[config.mk]
export PLATFORM = sky130hd
export DESIGN_NAME = intr_stat_ctl
export DESIGN_NICKNAME = d
export VERILOG_FILES = /design/src/rtl/intr_stat_pkg.sv /design/src/rtl/intr_stat_ctrl.sv /design/src/rtl/intr_stat_dp.sv /design/src/rtl/intr_stat_ctl.sv
export SDC_FILE = /design/constraint.sdc
export NUM_CORES = 1
export LEC_CHECK = 0
export BUFFER_PORTS_ARGS = -buffer_cell sky130_fd_sc_hd__buf_2
export CAP_MARGIN = 5
export CORE_MARGIN = 2
export CORE_UTILIZATION = 42
export CTS_CLUSTER_SIZE = 8
export DETAILED_ROUTE_END_ITERATION = 16
export PLACE_DENSITY_LB_ADDON = 0.1
export REMOVE_ABC_BUFFERS = 1
export SYNTH_ARGS = -nofsm -noshare
export SYNTH_HDL_FRONTEND = slang
export SYNTH_HIERARCHICAL = 1
export SYNTH_SLANG_ARGS = --single-unit
[constraint.sdc]
create_clock -name clk -period 4.6 [get_ports clk]
set_clock_uncertainty 0.05 [all_clocks]
set_input_delay 1.15 -clock clk [delete_from_list [all_inputs] [get_ports clk]]
set_output_delay 1.15 -clock clk [all_outputs]
set_load 0.02 [all_outputs]
[src/rtl/intr_stat_pkg.sv]
package intr_stat_pkg;
  parameter int DATA_W = 8;
  parameter int ADDR_W = 3;

  // register addresses
  localparam logic [2:0] A_INT   = 3'd0;
  localparam logic [2:0] A_ICLR  = 3'd1;
  localparam logic [2:0] A_SSTAT = 3'd2;
  localparam logic [2:0] A_SCLR  = 3'd3;
  localparam logic [2:0] A_SEN   = 3'd4;
  localparam logic [2:0] A_HERR  = 3'd5;

  // summary register bit positions
  localparam int B_SEQ  = 0;
  localparam int B_CMD  = 1;
  localparam int B_SCSI = 2;
  localparam int B_BRK  = 3;

  typedef struct packed {
    logic intClrWr;
    logic scsiClrWr;
    logic enWr;
    logic [2:0] rdSel;
  } strobe_t;
endpackage

[src/rtl/intr_stat_ctrl.sv]
module intr_stat_ctrl
  import intr_stat_pkg::*;
#(
  parameter int ADDR_W = 3
) (
  input  logic [ADDR_W-1:0] hostAddr,
  input  logic              hostWe,
  output strobe_t           st
);
  logic [2:0] addr3;

  assign addr3 = 3'(hostAddr);

  always_comb begin
    st = '0;
    st.rdSel     = addr3;
    st.intClrWr  = hostWe && (addr3 == A_ICLR);
    st.scsiClrWr = hostWe && (addr3 == A_SCLR);
    st.enWr      = hostWe && (addr3 == A_SEN);
  end
endmodule

[src/rtl/intr_stat_dp.sv]
module intr_stat_dp
  import intr_stat_pkg::*;
#(
  parameter int DATA_W = 8,
  localparam int CODE_W = DATA_W - 4
) (
  input  logic              clk,
  input  logic              rstN,
  input  strobe_t           st,
  input  logic [DATA_W-1:0] wdata,
  input  logic [DATA_W-1:0] scsiEvt,
  input  logic              cmdEvt,
  input  logic              brkEvt,
  input  logic              seqPost,
  input  logic [CODE_W-1:0] seqCodeIn,
  input  logic [DATA_W-1:0] hardEvt,
  output logic [DATA_W-1:0] rdata,
  output logic [DATA_W-1:0] scsiStat,
  output logic [DATA_W-1:0] hardErr,
  output logic              seqFlag,
  output logic [CODE_W-1:0] seqCode,
  output logic              intPending,
  output logic              irq
);
  logic [DATA_W-1:0] scsiEn;
  logic              cmdFlag;
  logic              brkFlag;
  logic              scsiInt;
  logic [DATA_W-1:0] scsiClrMask;
  logic [DATA_W-1:0] summary;

  assign scsiClrMask = st.scsiClrWr ? wdata : '0;
  assign scsiInt     = |(scsiStat & scsiEn);
  assign intPending  = brkFlag | seqFlag | scsiInt | cmdFlag;

  always_ff @(posedge clk) begin
    if (!rstN) begin
      scsiStat <= '0;
      scsiEn   <= '0;
      hardErr  <= '0;
      cmdFlag  <= 1'b0;
      brkFlag  <= 1'b0;
      seqFlag  <= 1'b0;
      seqCode  <= '0;
      irq      <= 1'b0;
    end else begin
      // events are ORed in after the clear so they win a same-cycle clear
      scsiStat <= (scsiStat & ~scsiClrMask) | scsiEvt;
      if (st.enWr) scsiEn <= wdata;
      hardErr  <= hardErr | hardEvt;
      cmdFlag  <= (cmdFlag & ~(st.intClrWr & wdata[B_CMD])) | cmdEvt;
      brkFlag  <= (brkFlag & ~(st.intClrWr & wdata[B_BRK])) | brkEvt;
      if (seqPost) begin
        seqFlag <= 1'b1;
        seqCode <= seqCodeIn;
      end else if (st.intClrWr && wdata[B_SEQ]) begin
        seqFlag <= 1'b0;
        seqCode <= '0;
      end
      irq <= intPending | (|hardErr);
    end
  end

  always_comb begin
    summary = '0;
    summary[DATA_W-1:4] = seqCode;
    summary[B_BRK]  = brkFlag;
    summary[B_SCSI] = scsiInt;
    summary[B_CMD]  = cmdFlag;
    summary[B_SEQ]  = seqFlag;
  end

  always_comb begin
    case (st.rdSel)
      A_INT:   rdata = summary;
      A_SSTAT: rdata = scsiStat;
      A_SEN:   rdata = scsiEn;
      A_HERR:  rdata = hardErr;
      default: rdata = '0;
    endcase
  end
endmodule

[src/rtl/intr_stat_ctl.sv]
module intr_stat_ctl
  import intr_stat_pkg::*;
#(
  parameter int DATA_W = intr_stat_pkg::DATA_W,
  parameter int ADDR_W = intr_stat_pkg::ADDR_W,
  localparam int CODE_W = DATA_W - 4
) (
  input  logic              clk,
  input  logic              rstN,
  input  logic [ADDR_W-1:0] hostAddr,
  input  logic              hostWe,
  input  logic [DATA_W-1:0] hostWdata,
  output logic [DATA_W-1:0] hostRdata,
  input  logic [DATA_W-1:0] scsiEvt,
  input  logic              cmdEvt,
  input  logic              brkEvt,
  input  logic              seqPost,
  input  logic [CODE_W-1:0] seqCodeIn,
  input  logic [DATA_W-1:0] hardEvt,
  output logic              intPending,
  output logic              irq
);
  strobe_t           st;
  logic [DATA_W-1:0] scsiStat;
  logic [DATA_W-1:0] hardErr;
  logic              seqFlag;
  logic [CODE_W-1:0] seqCode;

  intr_stat_ctrl #(.ADDR_W(ADDR_W)) u_ctrl (
    .hostAddr(hostAddr), .hostWe(hostWe), .st(st)
  );

  intr_stat_dp #(.DATA_W(DATA_W)) u_dp (
    .clk(clk), .rstN(rstN), .st(st), .wdata(hostWdata),
    .scsiEvt(scsiEvt), .cmdEvt(cmdEvt), .brkEvt(brkEvt),
    .seqPost(seqPost), .seqCodeIn(seqCodeIn), .hardEvt(hardEvt),
    .rdata(hostRdata), .scsiStat(scsiStat), .hardErr(hardErr),
    .seqFlag(seqFlag), .seqCode(seqCode),
    .intPending(intPending), .irq(irq)
  );
endmodule

==> qor.yml <==
run_status:
  run_status: "finished clean"
setup_path:
  r2r_slack_ns: 3.43
  r2r-end: "u_dp/irq$_SDFF_PN0_"
  cp_num_buf_inv: 2
  ff2ff_path_depth: 3
  critPathMaxFanout: 14
  r2r-start: "u_dp/scsiStat[5]$_SDFF_PN0_"
  max_stage_delay_ns: 0.35
  endpoint_kind: "output port"
  critPathKind: "primary input to output port"
  cp_data_required_time_ns: 3.40
  cp_data_arrival_time_ns: 2.07
  worst_path_max_delay_cell: "or2_1"
  critPathLaunchType: "primary input"
  crit_chain: "buf_2 > or2_1 > o22ai_1 > buf_2"
  cp_common_cell: "buf_2"
  worst_path_dominant_cell_family: "buffers and inverters"
cells_and_area:
  postLayoutCoreUtil_pct: 52.0
  nets: 241
  drive_above_1_share_pct: 27.3
  diodes: 0
  fillers: 340
  synthToLayoutAreaGrowth_pct: 19.0
detailed_routing:
  drc: 0
  drt_iter0_markers: 104
  drtAntennaViolNets: 0
  vias_per_cell: 5.20
  wirelength_mm: 3.36
  wl_per_cell_um: 13.4
  vias: 1306
  dr.pass1.iters: 4
power:
  power.density_mw_per_mm2: 339
  clockPowerShare_pct: 34.6
  swShare_pct: 24.7
  combPwrFrac_pct: 13.3
  totalPowerFinal_uw: 588
  power.internal_uw: 443
  seq_power_share_pct: 52.0
  switchingPower_uw: 145
  p_leak_uw: 0.000761
  peakVddDrop_v: 0.000225
placement:
  dp_hpwl_mm: 2.59
  finalWeightedCongestion: 0.769
  portBuffers: 46
sta:
  rsz0062_at_grt: "no"
  slew-limit-headroom_pct: 37.5
  drv_slew: 0
  finalCritPeriodShare_pct: 71.1
  final.setup.tns_ns: 0
  tightest_slew_ns: 0.936
  hold_violations: 0
  setup_viol: 0
  fmax_ghz: 0.306
  fin_crit_ns: 3.27
clock_network:
  insertion_delay_ns: 0.32
  cts.clk_slew.worst_paths_ns: 0.09
  h-tree-depth: 2
  hold_buffers: 0
  numCtsBuffers: 5
  cts_setup_buffers: 0
  cts_sinks: 32
  cts_root_buf: "clkbuf_4"
  ctsResizeCount: 0
  cts_tree: "yes"
  cts_buffer_depth: 2
synth:
  synth_seq_cells: 32
  synth_warnings: 6
  yosysMostFrequentCell: "nor2_1"
  synth-async-reset-ratio_pct: 0
  synth_edf_count: 0
  ys.flop_type: "dfxtp_1"
  syn_area_per_cell_um2: 8.95
  synth.top_cells.by_area: "dfxtp_1 44%, mux2i_1 16%, nor2_1 9.0%, a21oi_1 5.1%, nand2_1 4.1%"
  yosysSeqAreaShare_pct: 43.9
  synth_top_area_share_pct: 43.9
  syn_area_mm2: 0.00146
  synth_cell_types: 27
  synth_common_cells: "35 x nor2_1, 32 x dfxtp_1, 23 x mux2i_1"
  synth_cells: 163
  yosysTopAreaCell: "dfxtp_1"
die:
  fp.dieH_um: 62.9
  rows: 21
  design.core.area_mm2: 0.00334
  io_pins: 47
  dieArea_mm2: 0.00396
  die_x_um: 62.9
  start_util_pct: 43.7
worst_hold_path:
  worstHoldEndpoint: "u_dp/seqCode[1]$_SDFFE_PN0P_"
  hold_class: "flip-flop to flip-flop"
  hold_path_depth: 2
  hp-start: "u_dp/seqCode[1]$_SDFFE_PN0P_"
grt:
  grt_usage_pct: 18.5
  grt_max_degree: 33
  antenna_found_initial: 0
  grt_pass1_wl_mm: 5.68
  grt_overflow_total: 0
  grt_pass1_vias: 1256
run:
  drv_cap: 0
==> worst max-delay path by stage <==
stage / startpoint / endpoint / cells past startpoint
3_5_place_dp: hostAddr[0] / hostRdata[4] / 4
5_1_grt: hostAddr[0] / hostRdata[0] / 4
2_1_floorplan: hostAddr[2] / hostRdata[2] / 2
3_3_place_gp: hostAddr[0] / hostRdata[7] / 4
6_report: hostAddr[0] / hostRdata[0] / 4
4_1_cts: hostAddr[0] / hostRdata[4] / 4
==> logic make-up (layout without fill, tap and decap cells) <==
group           after synthesis  count (layout)  synth area share, %
simple gates                 66              66                 22.0
mux                          23              23                 15.8
flops                        32              32                 43.9
buf+inv                      13              55                 6.26
compound gates               29              29                 12.1
==> per-stage QoR <==
stage | cell area (µm²) | hold slack, ns | instances | setup WS, ns
after CTS | 1740 | 0.457 | 251 | 1.32
after detailed placement | 1660 | 0.439 | 243 | 1.31
after floorplan | 1370 | 0.409 | 151 | 1.55
final | 1740 | 0.450 | 251 | 1.33
after global placement | 1660 | 0.433 | 243 | 1.34
after global routing | 1740 | 0.475 | 251 | 1.28
==> sequential cells by signal, summed over array words and instances (netlist names) <==
register / count
u_dp/hardErr: 8
u_dp/scsiEn: 8
u_dp/scsiStat: 8
u_dp/seqCode: 4
u_dp/brkFlag: 1
u_dp/cmdFlag: 1
u_dp/irq: 1
u_dp/seqFlag: 1
==> cell usage in the layout (no fill, tap or decap), types with 2 or more instances in the layout <==
cell      instances
o22ai_1           6
clkbuf_4          5
a22oi_1           4
nor4_1            2
nor2_1           35
mux2i_1          23
nand3b_1          4
a21oi_1          15
dfxtp_1          32
nand2_1          16
buf_2            46
==> per-layer routing <==
metal / vias to the layer above / track usage, % / wire [µm]
met5: - / 0 / 0
met4: 0 / 5.83 / 19
met3: 2 / 7.21 / 296
li1: 653 / - / -
met1: 607 / 22.2 / 1400
met2: 44 / 30.3 / 1640
==> power by group through the flow <==
stage	clock network [µW]	registers (µW)	logic (µW)
4_1_cts	211	306	79.4
3_3_place_gp	0	312	76.9
5_1_grt	228	309	87.9
6_report	204	306	78.3
3_5_place_dp	0	313	79.0
2_1_floorplan	0	308	44.7
==> worst register-to-register path: cells and delay by family (launching register included) <==
kind | cells | cell delay (ns)
flops | 1 | 0.34
compound gates | 2 | 0.34
simple gates | 1 | 0.28
==> cell type report <==
cell class / instances / area, µm² / share of cell area [%]
clock buffers: 6 / 41.3 / 2.38
clock inverters: 2 / 35.0 / 2.02
inverters: 1 / 3.75 / 0.216
multi-input cells: 118 / 727 / 41.9
flip-flops and latches: 32 / 641 / 36.9
well taps: 46 / 57.6 / 3.32
repair buffers: 46 / 230 / 13.3
Power figures use the tool's default switching activity.
